## src/rtl/uart_rx_buffer_pkg.sv

```systemverilog
// Shared helpers for the serial receive buffer.
// Assumes thresholds are defined for a 16-deep queue.
package uart_rx_buffer_pkg;

    // Map a two-bit threshold code to a byte count.
    function automatic logic [4:0] trig_count(input logic [1:0] code);
        logic [4:0] n;
        unique case (code)
            2'b00:   n = 5'd1;
            2'b01:   n = 5'd4;
            2'b10:   n = 5'd8;
            default: n = 5'd14;
        endcase
        return n;
    endfunction

endpackage

```

## src/rtl/uart_rx_store.sv

```systemverilog
// Byte queue storage with head view and occupancy count.
// Assumes DEPTH is a power of two; push on full and pop on empty are ignored.
module uart_rx_store #(
    parameter int DEPTH = 16,
    parameter int CNT_W = $clog2(DEPTH) + 1
) (
    input  logic             clk,
    input  logic             rst_n,
    input  logic             push,
    input  logic [7:0]       din,
    input  logic             pop,
    input  logic             flush,
    output logic [7:0]       head,
    output logic [CNT_W-1:0] count
);
    localparam int PTR_W = $clog2(DEPTH);

    logic [7:0]       mem [DEPTH];
    logic [PTR_W-1:0] wr_ptr;
    logic [PTR_W-1:0] rd_ptr;
    logic             full;
    logic             empty;
    logic             do_push;
    logic             do_pop;

    assign full    = (count == CNT_W'(DEPTH));
    assign empty   = (count == '0);
    assign do_push = push && !full && !flush;
    assign do_pop  = pop && !empty && !flush;
    assign head    = mem[rd_ptr];

    // Write accepted bytes into the slot at the write pointer.
    always_ff @(posedge clk) begin
        if (do_push) mem[wr_ptr] <= din;
    end

    // Advance pointers and track occupancy.
    always_ff @(posedge clk) begin
        if (!rst_n || flush) begin
            wr_ptr <= '0;
            rd_ptr <= '0;
            count  <= '0;
        end else begin
            if (do_push) wr_ptr <= wr_ptr + 1'b1;
            if (do_pop)  rd_ptr <= rd_ptr + 1'b1;
            count <= count + CNT_W'(do_push) - CNT_W'(do_pop);
        end
    end


    count_bound_chk: assert property (@(posedge clk) disable iff (!rst_n)
        count <= CNT_W'(DEPTH));

endmodule

```

## src/rtl/uart_rx_timer.sv

```systemverilog
// Down-counter for the character timeout; expire is high in the cycle
// before the window's last edge. Assumes stop has priority over restart.
module uart_rx_timer #(
    parameter int PER_W = 18
) (
    input  logic             clk,
    input  logic             rst_n,
    input  logic             restart,
    input  logic             stop,
    input  logic [PER_W-1:0] period,
    output logic             expire
);
    logic             armed;
    logic [PER_W-1:0] cnt;

    assign expire = armed && (cnt == PER_W'(1));

    // Load, count down and disarm on the final step.
    always_ff @(posedge clk) begin
        if (!rst_n) begin
            armed <= 1'b0;
            cnt   <= '0;
        end else if (stop) begin
            armed <= 1'b0;
        end else if (restart) begin
            armed <= 1'b1;
            cnt   <= period;
        end else if (armed && cnt != '0) begin
            cnt <= cnt - 1'b1;
            if (cnt == PER_W'(1)) armed <= 1'b0;
        end
    end


    restart_arm_chk: assert property (@(posedge clk) disable iff (!rst_n)
        (restart && !stop) |=> (armed && cnt == $past(period)));

endmodule

```

## src/rtl/uart_rx_buffer.sv

```systemverilog
// Receive buffer for a serial port: queue or holding register, status
// flags and the character timeout. Assumes strobes are single-cycle.
module uart_rx_buffer
    import uart_rx_buffer_pkg::*;
#(
    parameter int DEPTH  = 16,
    parameter int CHAR_W = 16,
    parameter int CNT_W  = $clog2(DEPTH) + 1
) (
    input  logic              clk,
    input  logic              rst_n,
    input  logic              rx_valid,
    input  logic [7:0]        rx_byte,
    input  logic              rx_break,
    input  logic              rd_strobe,
    input  logic              stat_rd,
    input  logic              cfg_wr,
    input  logic              cfg_fifo_en,
    input  logic              cfg_rx_clr,
    input  logic              cfg_tx_clr,
    input  logic [1:0]        cfg_trig,
    input  logic [CHAR_W-1:0] char_cycles,
    output logic [7:0]        rd_data,
    output logic [CNT_W-1:0]  level,
    output logic              data_ready,
    output logic              break_flag,
    output logic              overrun,
    output logic              timeout_pend,
    output logic              trig_reached,
    output logic              tx_flush
);
    localparam int PER_W = CHAR_W + 2;

    logic             fifo_en;
    logic [1:0]       trig_sel;
    logic [7:0]       hold;
    logic             mode_flip;
    logic             rx_flush;
    logic             rcv;
    logic [7:0]       rcv_byte;
    logic             full;
    logic             push;
    logic             pop;
    logic [CNT_W-1:0] count_next;
    logic [7:0]       head;
    logic             restart;
    logic             stop;
    logic             expire;

    assign mode_flip  = cfg_wr && (cfg_fifo_en != fifo_en);
    assign rx_flush   = cfg_wr && (cfg_rx_clr || mode_flip);
    assign rcv        = rx_valid || rx_break;
    assign rcv_byte   = rx_break ? 8'h00 : rx_byte;
    assign full       = (level == CNT_W'(DEPTH));
    assign push       = fifo_en && rcv && !rx_flush && !full;
    assign pop        = fifo_en && rd_strobe && !rx_flush && (level != '0);
    assign count_next = level + CNT_W'(push) - CNT_W'(pop);
    assign restart    = fifo_en && !rx_flush && (rcv || (pop && count_next != '0));
    assign stop       = rx_flush || !fifo_en;

    assign rd_data      = fifo_en ? ((level != '0) ? head : 8'h00) : hold;
    assign trig_reached = fifo_en ? (level >= CNT_W'(trig_count(trig_sel))) : data_ready;

    uart_rx_store #(.DEPTH(DEPTH), .CNT_W(CNT_W)) u_store (
        .clk   (clk),
        .rst_n (rst_n),
        .push  (push),
        .din   (rcv_byte),
        .pop   (pop),
        .flush (rx_flush),
        .head  (head),
        .count (level)
    );

    uart_rx_timer #(.PER_W(PER_W)) u_timer (
        .clk     (clk),
        .rst_n   (rst_n),
        .restart (restart),
        .stop    (stop),
        .period  ({char_cycles, 2'b00}),
        .expire  (expire)
    );

    // Configuration register and transmit flush pulse.
    always_ff @(posedge clk) begin
        if (!rst_n) begin
            fifo_en  <= 1'b0;
            trig_sel <= 2'b00;
            tx_flush <= 1'b0;
        end else begin
            tx_flush <= cfg_wr && (cfg_tx_clr || mode_flip);
            if (cfg_wr) begin
                fifo_en  <= cfg_fifo_en;
                trig_sel <= cfg_trig;
            end
        end
    end

    // Overrun: set on a lost byte, cleared by a status read.
    always_ff @(posedge clk) begin
        if (!rst_n) begin
            overrun <= 1'b0;
        end else if (rcv && !rx_flush && (fifo_en ? full : data_ready)) begin
            overrun <= 1'b1;
        end else if (stat_rd) begin
            overrun <= 1'b0;
        end
    end

    // Data-ready, break, timeout flags and the holding register.
    always_ff @(posedge clk) begin
        if (!rst_n || rx_flush) begin
            data_ready   <= 1'b0;
            break_flag   <= 1'b0;
            timeout_pend <= 1'b0;
            hold         <= 8'h00;
        end else if (fifo_en) begin
            data_ready <= (count_next != '0);
            if (rx_break)                            break_flag <= 1'b1;
            else if (count_next == '0 || stat_rd)    break_flag <= 1'b0;
            if (rd_strobe)                           timeout_pend <= 1'b0;
            else if (expire && level != '0)          timeout_pend <= 1'b1;
        end else begin
            timeout_pend <= 1'b0;
            if (rcv)            hold <= rcv_byte;
            if (rcv)            data_ready <= 1'b1;
            else if (rd_strobe) data_ready <= 1'b0;
            if (rx_break)                    break_flag <= 1'b1;
            else if (rd_strobe || stat_rd)   break_flag <= 1'b0;
        end
    end


    flush_clears_chk: assert property (@(posedge clk) disable iff (!rst_n)
        rx_flush |=> (level == '0 && !data_ready && !break_flag && !timeout_pend));


    read_drops_pend_chk: assert property (@(posedge clk) disable iff (!rst_n)
        rd_strobe |=> !timeout_pend);


    break_sets_chk: assert property (@(posedge clk) disable iff (!rst_n)
        (rx_break && !rx_flush) |=> (break_flag && data_ready));


    full_drop_chk: assert property (@(posedge clk) disable iff (!rst_n)
        (fifo_en && rcv && !rx_flush && !rd_strobe && full) |=>
        (level == CNT_W'(DEPTH) && overrun));

endmodule

```

## config.mk

```make
export PLATFORM = sky130hd
export DESIGN_NAME = uart_rx_buffer
export DESIGN_NICKNAME = d
export VERILOG_FILES = /design/src/rtl/uart_rx_buffer_pkg.sv /design/src/rtl/uart_rx_store.sv /design/src/rtl/uart_rx_timer.sv /design/src/rtl/uart_rx_buffer.sv
export SDC_FILE = /design/constraint.sdc
export NUM_CORES = 1
export LEC_CHECK = 0
export ABC_AREA = 1
export BUFFER_PORTS_ARGS = -buffer_cell sky130_fd_sc_hd__buf_2
export CORE_UTILIZATION = 45
export DETAILED_ROUTE_END_ITERATION = 12
export PLACE_DENSITY = 0.72
export SETUP_SLACK_MARGIN = 0.4
export SYNTH_ARGS = -nofsm -noshare
export SYNTH_HDL_FRONTEND = slang
export SYNTH_SLANG_ARGS = --single-unit
```

## constraint.sdc

```tcl
create_clock -name clk -period 3.6 [get_ports clk]
set_clock_uncertainty 0.15 [all_clocks]
set_input_delay 0.72 -clock clk [delete_from_list [all_inputs] [get_ports clk]]
set_output_delay 0.72 -clock clk [all_outputs]
set_load 0.005 [all_outputs]
```

==> flow_summary.toml, run 1 <==
[placed_design]
hpwl_mm = 12.8
io_buffers = 54
dpl_cell_area_um2 = 9100
gp_congestion = 0.909

[die]
fp.dieH_um = 138
initial_core_util_pct = 46.3
ios = 55
core-area_um2 = 18100
die_w_um = 138
dieArea_um2 = 19100
num_rows = 49

[setup_path]
critPathCaptureType = "flip-flop"
path_class = "reg -> reg"
startpoint_type = "flip-flop"
crit_required_ns = 3.80
cp_data_arrival_time_ns = 3.34
cp_max_fo = 8

[sta]
report.final.slew_viol_count = 0
timing.final.crit_share_pct = 87.1
fin_crit_ns = 3.14
finalSetupViolCount = 0
worst_pin_slew_ns = 0.774
setup_tns_ns = 0
rsz0062_at_grt = "yes"
max_freq_ghz = 0.319
timing.hold.ws_ns = 0.308
slew_headroom_pct = 48.3
finalHoldViolCount = 0

[global_route]
use_met2_pct = 34.3
gr-usage-met3_pct = 4.68
grt_pass1_wl_mm = 31.1
grt_antenna_before_repair = 0
grt_max_degree = 65
gr-usage-all-layers_pct = 20.9
grt.overflow.total = 0
top_usage_layer = "met2"
grt_pass1_vias = 6128
grtUsageMet1_pct = 27.5

[synthesis]
ys_seq_elements = 180
syn_avg_cell_area_um2 = 9.38
yosys.area.top_type_share_pct = 45.9
synthTopCellsByArea = "edfxtp_1 (46%), dfxtp_1 (12%), nor2_1 (7.6%), o21ai_0 (6.4%), nand2_1 (6.0%)"
async_reset_ff_share_pct = 0
synth_area_leader_cell = "edfxtp_1"
ys.flop_type = "edfxtp_1"
ys_seq_area_share_pct = 58.4
syn-num-nets = 950
synthTopCellsByCount = "nor2_1 (169), nand2_1 (134), edfxtp_1 (128)"
synth_warnings = 0
synth_edf_count = 128
synth_cells = 892
ys_types = 42
synth_most_common_cell = "nor2_1"
synth_area_um2 = 8370

[outcome]
violations = "DRC"
run_status = "finished, violations left"

[final_layout]
areaGrowthSynthToFinish_pct = 19.3
stdcell_area_um2 = 9980
nets = 1044
num_antenna_cells = 0
fillers = 1560
drive_gt1_share_pct = 19.2

[pwr]
vdd_ir_drop_max_mv = 0.342
power-per-cell-area_nw_per_um2 = 451
p_leak_nw = 3.88

[job]
maxCapViolCount = 0

[hold_path]
hold_path.class = "reg -> reg"

[detailed_routing]
ant_nets = 0
wl_mm = 20.3
viasPerCell = 5.36
drc = 2
drt_iter0_markers = 573
drt_pass1_iterations = 9
detail_route.wl_per_cell_um = 16.6
via_count = 6579

[clock_network]
cts.sinks = 180
h-tree-depth = 4
cts.path.max_buffers = 2
clk_latency_ns = 0.43
cts_hold_buf = 0
cts_root_buffer = "clkbuf_16"
clk_pin_slew_worst_paths_ns = 0.07
cts_buffers = 17
cts_tree = "built"
cell families after synthesis:
family          count (synthesis)  synth area share, %
compound gates                187                 12.5
simple gates                  380                 19.3
buf+inv                       115                 5.61
flops                         180                 58.4
fa+ha+maj                      22                 3.47
xor+xnor                        8                0.837
layout make-up:
type	instances	area (um2)	share of cell area (%)
flip-flops and latches	180	4900	49.1
multi-input cells	598	3110	31.2
repair buffers	110	807	8.09
clock buffers	17	425	4.26
inverters	78	310	3.11
well taps	229	287	2.87
clock inverters	15	133	1.33
repair inverters	1	5.00	0.0501
critical path, cell delays in order (launching register included):
cell	delay, ns
dfxtp_4	0.36
inv_4	0.07
ha_4	0.13
nand4_1	0.12
nand2_2	0.11
nor2_1	0.05
ha_1	0.28
inv_2	0.05
ha_4	0.15
fa_1	0.43
nor2_1	0.11
nand2_1	0.06
a21oi_1	0.11
nand2_1	0.09
o21ai_2	0.19
nand2_4	0.12
nand2_8	0.11
buf_12	0.13
o21ai_0	0.09
a21oi_1	0.16
stage by stage:
stage	utilization, %	total power [mW]	worst slack [ns]	std cells
after CTS	53.6	4.48	0.387	1213
final	55.2	4.50	0.463	1228
after floorplan	-	2.59	0.388	892
after global placement	50.3	2.73	0.106	1179
after detailed placement	50.3	2.73	0.0245	1179
after global routing	55.2	4.66	0.268	1228
final timing paths:
kind                                                    end  slack (ns)                        start  cells past startpoint
worst max-delay path            u_timer.cnt[2]$_SDFFE_PN0P_        0.46  u_store.count[3]$_SDFF_PP0_                     19
worst min-delay path                   hold[0]$_SDFFE_PP0P_        0.31         hold[0]$_SDFFE_PP0P_                      2
worst min register to register         hold[0]$_SDFFE_PP0P_        0.31         hold[0]$_SDFFE_PP0P_                      2
worst max register to register  u_timer.cnt[2]$_SDFFE_PN0P_        0.46  u_store.count[3]$_SDFF_PP0_                     19
layout by cell type (no fill, tap or decap), drive strengths merged, types with 20 or more instances in the layout:
cell	n
nor2	174
nand2	143
edfxtp	128
o21ai	111
buf	107
inv	88
dfxtp	52
a21oi	43
nand3	30
clkbuf	20
ha	20
registers in the layout (all words and copies together) (netlist names), named ones only:
signal and flops:
u_timer.armed 1, hold 8, overrun 1, break_flag 1
u_store.count 5, u_store.mem 128, trig_sel 2, u_timer.cnt 18
timeout_pend 1, u_store.rd_ptr 4, tx_flush 1, data_ready 1
fifo_en 1, u_store.wr_ptr 4
layer usage:
layer  part of all wire (%)  vias to the layer above
li1                       -                     3245
met1                     43                     3090
met2                     48                      210
met3                    6.1                       34
met4                    2.1                        0
met5                      0                        -
power breakdown:
part / switching, mW / internal [mW]
Combinational: 0.289 / 0.173
Sequential: 0.0247 / 2.24
Clock: 0.858 / 0.914
Total: 1.17 / 3.33
timing repair:
item                                   4_1_cts  5_1_grt
gates cloned                                 0        5
endpoints found under the hold margin        0        0
pin swaps                                    3        9
gates resized for setup                      7       40
setup endpoints to repair                   21       27
setup buffers                                2       10
No activity file was read; power rests on OpenSTA's default activity.
==> inputs of run 2 (changes only) <==
==> constraint.sdc (replaced) <==
create_clock -name clk -period 3.9 [get_ports clk]
set_clock_uncertainty 0.15 [all_clocks]
set_input_delay 0.78 -clock clk [delete_from_list [all_inputs] [get_ports clk]]
set_output_delay 0.78 -clock clk [all_outputs]
set_load 0.02 [all_outputs]
==> flow_summary.toml, run 2 (synthesis results as in run 1) <==
[setup_path]
crit_required_ns = 4.07
cp_data_arrival_time_ns = 3.45
cp_max_fo = 8
critPathCaptureType = "flip-flop"
path_class = "in -> reg"
startpoint_type = "primary input"
ff2ff_path_depth = 19

[detailed_routing]
drt_iter0_markers = 352
viasPerCell = 5.35
detail_route.wl_per_cell_um = 16.5
ant_nets = 0
via_count = 6463
drc = 2
wl_mm = 19.9
drt_pass1_iterations = 8

[hold_path]
hold_depth = 2
hold_path.class = "reg -> reg"

[placed_design]
io_buffers = 54
gp_congestion = 0.920
hpwl_mm = 13.2
dp.cells = 1170

[die]
core-area_um2 = 18100
die_w_um = 138
ios = 55
initial_core_util_pct = 46.3
num_rows = 49
dieArea_um2 = 19100
fp.dieH_um = 138

[final_layout]
largest_reg_flops = 128
finalNonFillerCells = 1207
mostFrequentLayoutCells = "nor2_1 (169), nand2_1 (134), edfxtp_1 (128)"
layout_commonest_cell = "nor2_1"
drive_gt1_share_pct = 15.1
nets = 1023
areaGrowthSynthToFinish_pct = 15.4
top_regs = "u_store.mem x128, u_timer.cnt x18, hold x8"
final_util_pct = 53.4
regMostFlops = "u_store.mem"
num_antenna_cells = 0

[global_route]
grt_max_degree = 36
grt.overflow.total = 0
grt_antenna_before_repair = 0
gr-usage-all-layers_pct = 21.1
grt_pass1_vias = 6187
grt_pass1_wl_mm = 31.6

[pwr]
p_leak_nw = 3.72
p_sw_mw = 1.02
p_int_mw = 3.15
power_frac_comb_pct = 9.9
p_clk_share_pct = 39.9
fin_total_pwr_mw = 4.17
vdd_ir_drop_max_mv = 0.323
power-per-cell-area_nw_per_um2 = 432
p_sw_share_pct = 24.5
p_seq_share_pct = 50.3

[clock_network]
cts.sinks = 180
cts.path.max_buffers = 2
clk_pin_slew_worst_paths_ns = 0.07
h-tree-depth = 4
cts_buffers = 17
clk_latency_ns = 0.43
cts_tree = "built"
cts_root_buffer = "clkbuf_16"

[sta]
report.final.slew_viol_count = 0
setup_tns_ns = 0
slew_headroom_pct = 23.4
worst_pin_slew_ns = 1.14
fin_crit_ns = 3.27
finalSetupViolCount = 0
timing.final.crit_share_pct = 83.9
finalHoldViolCount = 0
rsz0062_at_grt = "no"
max_freq_ghz = 0.306

[outcome]
run_status = "finished, violations left"
violations = "DRC"

[job]
maxCapViolCount = 0
[run 2: timing repair]
action / 4_1_cts / 5_1_grt
hold buffers: 0 / 0
endpoints found under the hold margin: 0 / 0
gates resized for setup: 0 / 8
buffers inserted: 0 / 3
endpoints found under the setup margin: 0 / 19
[run 2: power groups by stage]
stage | Clock (mW) | Sequential (mW) | Combinational [mW]
floorplan | 0 | 2.14 | 0.270
global route | 1.76 | 2.10 | 0.461
detailed placement | 0 | 2.14 | 0.392
global placement | 0 | 2.14 | 0.385
finish | 1.66 | 2.10 | 0.413
CTS | 1.68 | 2.10 | 0.394
[run 2: metrics by stage]
step / hold WS (ns) / setup WS (ns) / cell area (um2)
2_1_floorplan: 0.282 / 0.517 / 8370
6_report: 0.311 / 0.627 / 9660
3_5_place_dp: 0.299 / 0.0602 / 8990
5_1_grt: 0.339 / 0.402 / 9660
4_1_cts: 0.317 / 0.449 / 9560
3_3_place_gp: 0.292 / 0.151 / 8990
[run 2: layout make-up]
cell class	instances	area [um2]
timing repair buffer	90	578
multi-input combinational	598	3050
clock inverter	14	135
fill	1579	8420
sequential	180	4890
inverter	78	295
tap	229	287
clock buffer	18	429
[run 2: worst max-delay path, stage by stage]
cell	delay (ns)
buf_2	0.10
inv_1	0.06
nand2_1	0.06
nand3b_1	0.09
nand2_2	0.10
nand2_4	0.10
nor2_1	0.05
ha_1	0.26
inv_1	0.04
ha_1	0.20
fa_1	0.43
nor2_1	0.09
nand2_1	0.06
a21oi_1	0.11
nand2_1	0.09
o21ai_2	0.19
nand2_4	0.16
nand2_8	0.13
nand2_1	0.10
o21ai_0	0.18
nor2_1	0.06
[run 2: layer usage]
metal	up-vias	routed length (um)	track usage (%)
met5	-	0	0
met4	0	347	7.16
met3	28	1180	4.12
met2	213	9740	35.6
met1	3040	8680	27.2
li1	3182	-	-
[run 2: path summary, 6_finish.rpt]
| kind | from | end | slack (ns) |
|---|---|---|---|
| worst max-delay path | cfg_fifo_en | u_timer.cnt[9]$_SDFFE_PN0P_ | 0.63 |
| worst min-delay path | hold[4]$_SDFFE_PP0P_ | hold[4]$_SDFFE_PP0P_ | 0.31 |
| worst max register to register | u_store.count[3]$_SDFF_PP0_ | u_timer.cnt[9]$_SDFFE_PN0P_ | 0.64 |
| worst min register to register | hold[4]$_SDFFE_PP0P_ | hold[4]$_SDFFE_PP0P_ | 0.31 |
